--- src/rtl/cfg_store_pkg.sv ---
package cfg_store_pkg;
   typedef enum logic [2:0] {
      OP_NOP     = 3'd0,
      OP_PROGRAM = 3'd1,
      OP_WR_WORD = 3'd2,
      OP_WR_SIG  = 3'd3,
      OP_RD_WORD = 3'd4,
      OP_RD_SIG  = 3'd5,
      OP_LOCK    = 3'd6,
      OP_SUM     = 3'd7
   } op_e;

   typedef enum logic [1:0] {
      SQ_IDLE  = 2'd0,
      SQ_ERASE = 2'd1,
      SQ_SUM   = 2'd2
   } seq_e;
endpackage

--- src/rtl/cfg_store_mem.sv ---
module cfg_store_mem #(
   parameter int W     = 16,
   parameter int DEPTH = 16,
   parameter int AW    = $clog2(DEPTH)
) (
   input  logic          clk,
   input  logic          rst_n,
   input  logic          we,
   input  logic [AW-1:0] waddr,
   input  logic [W-1:0]  wdata,
   input  logic [AW-1:0] raddr_a,
   output logic [W-1:0]  rdata_a,
   input  logic [AW-1:0] raddr_b,
   output logic [W-1:0]  rdata_b
);
   logic [W-1:0] cells [DEPTH];

   for (genvar i = 0; i < DEPTH; i++) begin : g_row
      always_ff @(posedge clk or negedge rst_n) begin
         if (!rst_n)
            cells[i] <= '1;
         else if (we && waddr == AW'(i))
            cells[i] <= wdata;
      end
   end

   assign rdata_a = cells[raddr_a];
   assign rdata_b = cells[raddr_b];
endmodule

--- src/rtl/cfg_store_sig.sv ---
module cfg_store_sig #(
   parameter int W      = 16,
   parameter int HALVES = 4,
   parameter int HW     = (HALVES > 1) ? $clog2(HALVES) : 1
) (
   input  logic          clk,
   input  logic          rst_n,
   input  logic          fill,
   input  logic          we,
   input  logic [HW-1:0] widx,
   input  logic [W-1:0]  wdata,
   input  logic [HW-1:0] ridx_a,
   output logic [W-1:0]  rdata_a,
   input  logic [HW-1:0] ridx_b,
   output logic [W-1:0]  rdata_b
);
   logic [W-1:0] part [HALVES];

   for (genvar k = 0; k < HALVES; k++) begin : g_part
      always_ff @(posedge clk or negedge rst_n) begin
         if (!rst_n)
            part[k] <= '1;
         else if (fill)
            part[k] <= '1;
         else if (we && widx == HW'(k))
            part[k] <= wdata;
      end
   end

   assign rdata_a = part[ridx_a];
   assign rdata_b = part[ridx_b];
endmodule

--- src/rtl/cfg_store_seq.sv ---
module cfg_store_seq
   import cfg_store_pkg::*;
#(
   parameter int DEPTH  = 16,
   parameter int HALVES = 4,
   parameter int TOTAL  = DEPTH + HALVES,
   parameter int IW     = $clog2(TOTAL + 1)
) (
   input  logic          clk,
   input  logic          rst_n,
   input  logic          start_erase,
   input  logic          start_sum,
   output logic          busy,
   output logic          erasing,
   output logic          summing,
   output logic          last,
   output logic [IW-1:0] idx
);
   seq_e state;

   assign erasing = (state == SQ_ERASE);
   assign summing = (state == SQ_SUM);
   assign busy    = erasing || summing;
   assign last    = (erasing && idx == IW'(DEPTH - 1)) ||
                    (summing && idx == IW'(TOTAL - 1));

   always_ff @(posedge clk or negedge rst_n) begin
      if (!rst_n) begin
         state <= SQ_IDLE;
         idx   <= '0;
      end else if (!busy) begin
         idx <= '0;
         if (start_erase)
            state <= SQ_ERASE;
         else if (start_sum)
            state <= SQ_SUM;
      end else if (last) begin
         state <= SQ_IDLE;
         idx   <= '0;
      end else begin
         idx <= idx + 1'b1;
      end
   end
endmodule

--- src/rtl/cfg_store.sv ---
module cfg_store
   import cfg_store_pkg::*;
#(
   parameter int W     = 16,
   parameter int DEPTH = 16,
   parameter int SIG_W = 64,
   parameter int AW    = $clog2(DEPTH)
) (
   input  logic          clk,
   input  logic          rst_n,
   input  logic          cmd_valid,
   input  logic [2:0]    cmd_op,
   input  logic [AW-1:0] cmd_addr,
   input  logic [W-1:0]  cmd_wdata,
   output logic          busy,
   output logic          rd_valid,
   output logic [W-1:0]  rd_data,
   output logic          access_denied,
   output logic          sum_done,
   output logic [W-1:0]  sum_value
);
   localparam int HALVES = SIG_W / W;
   localparam int HW     = (HALVES > 1) ? $clog2(HALVES) : 1;
   localparam int TOTAL  = DEPTH + HALVES;
   localparam int IW     = $clog2(TOTAL + 1);

   if (SIG_W % W != 0) begin : g_bad_split
      $error("SIG_W must be a whole multiple of W");
   end
   if (HALVES > DEPTH || DEPTH < 2) begin : g_bad_depth
      $error("DEPTH must be at least 2 and cover the signature half index");
   end

   op_e           op;
   logic          accept, lock_q;
   logic          seq_erasing, seq_summing, seq_last;
   logic [IW-1:0] seq_idx;
   logic          mem_we;
   logic [AW-1:0] mem_waddr;
   logic [W-1:0]  mem_wdata, mem_rd_cmd, mem_rd_seq;
   logic [W-1:0]  sig_rd_cmd, sig_rd_seq, elem, acc;

   assign op     = op_e'(cmd_op);
   assign accept = cmd_valid && !busy;

   cfg_store_seq #(.DEPTH(DEPTH), .HALVES(HALVES), .TOTAL(TOTAL), .IW(IW)) u_seq (
      .clk         (clk),
      .rst_n       (rst_n),
      .start_erase (accept && op == OP_PROGRAM),
      .start_sum   (accept && op == OP_SUM),
      .busy        (busy),
      .erasing     (seq_erasing),
      .summing     (seq_summing),
      .last        (seq_last),
      .idx         (seq_idx)
   );

   // The sweep owns the write port while busy; host writes need !busy.
   assign mem_we    = seq_erasing || (accept && op == OP_WR_WORD && !lock_q);
   assign mem_waddr = seq_erasing ? AW'(seq_idx) : cmd_addr;
   assign mem_wdata = seq_erasing ? '1 : cmd_wdata;

   cfg_store_mem #(.W(W), .DEPTH(DEPTH), .AW(AW)) u_mem (
      .clk     (clk),
      .rst_n   (rst_n),
      .we      (mem_we),
      .waddr   (mem_waddr),
      .wdata   (mem_wdata),
      .raddr_a (cmd_addr),
      .rdata_a (mem_rd_cmd),
      .raddr_b (AW'(seq_idx)),
      .rdata_b (mem_rd_seq)
   );

   cfg_store_sig #(.W(W), .HALVES(HALVES), .HW(HW)) u_sig (
      .clk     (clk),
      .rst_n   (rst_n),
      .fill    (accept && op == OP_PROGRAM),
      .we      (accept && op == OP_WR_SIG && !lock_q),
      .widx    (HW'(cmd_addr)),
      .wdata   (cmd_wdata),
      .ridx_a  (HW'(cmd_addr)),
      .rdata_a (sig_rd_cmd),
      .ridx_b  (HW'(seq_idx - IW'(DEPTH))),
      .rdata_b (sig_rd_seq)
   );

   assign elem = (seq_idx < IW'(DEPTH)) ? mem_rd_seq : sig_rd_seq;

   // Sticky lock: only a program session releases it.
   always_ff @(posedge clk or negedge rst_n) begin
      if (!rst_n)
         lock_q <= 1'b0;
      else if (accept && op == OP_PROGRAM)
         lock_q <= 1'b0;
      else if (accept && op == OP_LOCK)
         lock_q <= 1'b1;
   end

   always_ff @(posedge clk or negedge rst_n) begin
      if (!rst_n) begin
         rd_valid      <= 1'b0;
         rd_data       <= '0;
         access_denied <= 1'b0;
      end else begin
         rd_valid      <= accept && (op == OP_RD_WORD || op == OP_RD_SIG);
         access_denied <= accept && op == OP_RD_WORD && lock_q;
         if (accept && op == OP_RD_WORD)
            rd_data <= lock_q ? '0 : mem_rd_cmd;
         else if (accept && op == OP_RD_SIG)
            rd_data <= sig_rd_cmd;
      end
   end

   always_ff @(posedge clk or negedge rst_n) begin
      if (!rst_n) begin
         acc       <= '0;
         sum_value <= '0;
         sum_done  <= 1'b0;
      end else begin
         sum_done <= seq_summing && seq_last;
         if (accept && op == OP_SUM)
            acc <= '0;
         else if (seq_summing && seq_last)
            sum_value <= acc + elem;
         else if (seq_summing)
            acc <= acc + elem;
      end
   end
endmodule

--- config.mk ---
export PLATFORM = sky130hd
export DESIGN_NAME = cfg_store
export DESIGN_NICKNAME = d
export VERILOG_FILES = /design/src/rtl/cfg_store_pkg.sv /design/src/rtl/cfg_store_mem.sv /design/src/rtl/cfg_store_sig.sv /design/src/rtl/cfg_store_seq.sv /design/src/rtl/cfg_store.sv
export SDC_FILE = /design/constraint.sdc
export NUM_CORES = 1
export LEC_CHECK = 0
export ABC_AREA = 1
export BUFFER_PORTS_ARGS = -buffer_cell sky130_fd_sc_hd__buf_2
export CAP_MARGIN = 10
export CORE_UTILIZATION = 40
export DETAILED_ROUTE_END_ITERATION = 10
export PLACE_DENSITY_LB_ADDON = 0.1
export SETUP_SLACK_MARGIN = 0.05
export SLEW_MARGIN = 25
export SYNTH_ARGS = -nofsm -noshare
export SYNTH_HDL_FRONTEND = slang
export SYNTH_HIERARCHICAL = 1
export SYNTH_SLANG_ARGS = --single-unit
--- constraint.sdc ---
create_clock -name clk -period 3.3 [get_ports clk]
set_input_delay 0.165 -clock clk [delete_from_list [all_inputs] [get_ports clk]]
set_output_delay 0.165 -clock clk [all_outputs]
set_load 0.02 [all_outputs]
==> reports/qor.yml <==
synthesis:
  synth_top_area_share_pct: 36.89
  seq_area_frac_synth_pct: 43.37
  synth_mux_area_share_pct: 0.6917
  synth_cell_type_count: 38
  synth_xor_area_share_pct: 0.1921
  synth_top_family_by_area: "simple AND/OR/NAND/NOR gates"
  yosysWarnings: 6
  syn-cell-area_um2: 22790
  synth_area_leader_cell: "dfstp_2"
  syn_nets: 3332
  synthSimpleGateAreaFrac_pct: 35.08
  synth_compound_area_share_pct: 8.772
  synth_top_cells_by_area: "dfstp_2 (37%), nand2_1 (20%), nand3_1 (12%), o21ai_0 (6.5%), dfrtp_1 (6.5%)"
  synth_fa_ha_area_share_pct: 1.131
  syn_area_per_cell_um2: 6.936
  synthCells: 3286
  ys_ff_latch: 379
setup_path:
  reg2reg_setup_slack_ps: 180
  arrival_ps: 3600
  r2r-start: "u_seq/idx[0]$_DFF_PN0_"
  r2r_cells: 15
  crit_path_max_fanout: 30
  critPathCaptureType: "flip-flop"
  worstSetupPathType: "reg2reg"
  worst_setup_path_start_kind: "flip-flop"
  regToRegEndpoint: "acc[8]$_DFFE_PN0P_"
  cp.required_ps: 3780
cts:
  tritoncts: "done"
  clkTransAtPathRegs_ps: 60
  cts.sinks: 379
  root_buffer: "clkbuf_16"
  clk_path_buf_depth: 3
  insertion_delay_ps: 590
  cts_max_level: 2
  cts_buffers: 46
pwr:
  power_density_nw_per_um2: 927.8
  seqPwrFrac_pct: 36.6
  p_sw_share_pct: 40.31
  power_frac_clock_pct: 22.3
  p_leak_nw: 12.39
  p_int_w: 0.01426
  switchingPower_w: 0.009632
  combPwrFrac_pct: 41.1
  finalPower_w: 0.02389
  peakVddDrop_mv: 0.4888
route:
  drt_first_pass_iters: 6
  via_count: 21834
  ant_nets: 0
  route.met2.wl_um: 36340
  drtIter0Drc: 2200
  wire_per_inst_um: 19.76
  top_layer: "met4"
  routed_via_density: 5.379
  wl_met3_um: 5333
  wl_met1_um: 35510
  wl_um: 80210
  drc_errors: 0
sta:
  setup_tns_ps: 0
  hold_violations: 0
  maxSlewViolCount: 0
  period_needed_ps: 3121
  finalCritPeriodShare_pct: 94.58
  rsz0062_at_grt: "no"
  clock.fmax_mhz: 320.4
  tightest_slew_ps: 929.2
  finalSetupViolCount: 0
  finClkSkew_ps: 15.36
  max-slew-margin-rel_pct: 37.99
run:
  drv_cap: 0
cells_and_area:
  layout_commonest_cell: "nand2_1"
  area_growth_pct: 12.99
  diodes: 0
  final_area_um2: 25750
  layout_common_cells: "nand2_1 (1224), nand3_1 (552), inv_1 (379)"
  layout.nets: 3315
  drive_gt1_share_pct: 18.44
  stdcell_count: 4059
global_route:
  globalRouteOverflowTotal: 0
  grt_usage_pct: 27.91
  first_global_vias: 21151
  antenna_found_initial: 0
  grt_pass1_wl_um: 123800
  grt_max_degree: 108
floorplanning:
  die_width_um: 240.7
  core.rowCount: 87
  core-area_um2: 56390
  start_util_pct: 40.42
  die_area_um2: 57940
  die_y_um: 240.7
  ios: 62
placement:
  dp_hpwl_um: 50230
  gp_congestion: 0.8637
  place_area_um2: 23890
  portBuffers: 61
  dpl.cell_count: 3954
status:
  outcome: "finished, final reports clean"
min_path:
  min_to: "u_seq/state[1]$_DFFE_PN0P_"
  min_from: "cmd_valid"
  holdPathStages: 7
  hold_class: "in2reg"
-- worst max-delay path, cell delays in order (launching register included) --
cell and delay [ps]:
dfrtp_4 550, inv_4 150, buf_12 190, nand2_1 70, nand3_1 70, nand3_1 80
nand3_1 170, nand2_1 110, mux2_2 350, ha_1 410, nand2_1 110, nand3_1 170
a21oi_1 110, or2_2 290, nand3_1 80, nand2_1 60
-- worst max-delay path by stage --
stage	startpoint	endpoint	slack, ps	cells after the start
floorplan	u_seq/idx[1]$_DFF_PN0_	acc[8]$_DFFE_PN0P_	590	17
global placement	u_seq/idx[0]$_DFF_PN0_	sum_value[6]$_DFFE_PN0P_	210	15
detailed placement	u_seq/idx[0]$_DFF_PN0_	sum_value[6]$_DFFE_PN0P_	170	15
CTS	u_seq/idx[0]$_DFF_PN0_	sum_value[6]$_DFFE_PN0P_	160	15
global route	u_seq/idx[0]$_DFF_PN0_	acc[15]$_DFFE_PN0P_	50	18
finish	u_seq/idx[0]$_DFF_PN0_	acc[8]$_DFFE_PN0P_	180	15
-- synth_stat cells --
library cell  number
buf_1             17
nand3b_1           4
o22ai_1            1
nand3_4            1
fa_1               1
nor2_4             1
xor2_1             2
o21ai_1            2
inv_1            381
o32ai_1            1
or2_1              3
xnor2_1            3
a22oi_1           16
nand2_1         1224
inv_2              5
ha_1              19
dfstp_2          320
nor3_2             2
o21ai_0          297
mux2_2            14
and3_1             1
or2_2             34
buf_4              5
nor3_4             1
a21oi_1           24
nor2_1            47
nor2_2             2
buf_6              4
nor3_1             4
buf_2            110
dfrtp_1           59
nand3_2            3
clkbuf_1          82
o211ai_1          32
nand3_1          553
o31ai_1            1
nand2_2            8
nand4_1            2
-- what timing repair did --
action | CTS | global route
endpoints found under the hold margin | 143 | 0
gates resized for setup | 0 | 5
buffers inserted | 0 | 1
hold buffers | 21 | 0
endpoints found under the setup margin | 0 | 13
-- stage by stage --
step           util (%)  hold WS [ps]  setup slack (ps)
2_1_floorplan         -        -130.6             594.7
3_3_place_gp      42.37         419.0             209.1
3_5_place_dp      42.37         420.5             170.2
4_1_cts           45.56         33.60             163.8
5_1_grt           45.67         93.24             53.76
6_report          45.67         68.47             178.9
-- registers in the layout (all words and copies together), names as in the netlist, 2 cells and up --
signal,flops
u_mem/cells,256
acc,16
sum_value,16
u_seq/state,2
u_seq/idx,5
u_sig/part,64
rd_data,16
-- cell families after synthesis --
family,count (synthesis)
AOI/OAI and AO/OA,374
xor gates and xnor gates,5
and+or+nand+nor,1890
buffers and inverters,604
muxes,14
adders and majority gates,20
DFF,379
-- area by class of cell --
| class | count | area, um2 |
|---|---|---|
| Multi-Input combinational cell | 2303 | 10490 |
| Sequential cell | 379 | 9889 |
| Clock buffer | 67 | 1414 |
| Clock inverter | 15 | 177.7 |
| Timing Repair Buffer | 153 | 1384 |
| Tap cell | 756 | 945.9 |
| Fill cell | 5828 | 30630 |
| Inverter | 386 | 1454 |
-- routing by layer --
metal / vias to the layer above / global-route usage (%)
li1: 10340 / -
met1: 10433 / 38.56
met2: 906 / 44.34
met3: 155 / 3.237
met4: 0 / 11.46
met5: - / 0
-- power by group through the flow --
stage	combinational, W	clock (W)	sequential (W)
after floorplan	0.00667	0	0.00860
after global placement	0.00946	0	0.00871
after detailed placement	0.00960	0	0.00875
after CTS	0.00967	0.00549	0.00872
after global routing	0.0111	0.00566	0.00900
final	0.00982	0.00534	0.00874
Note: power is estimated with default switching activity, not from simulation.
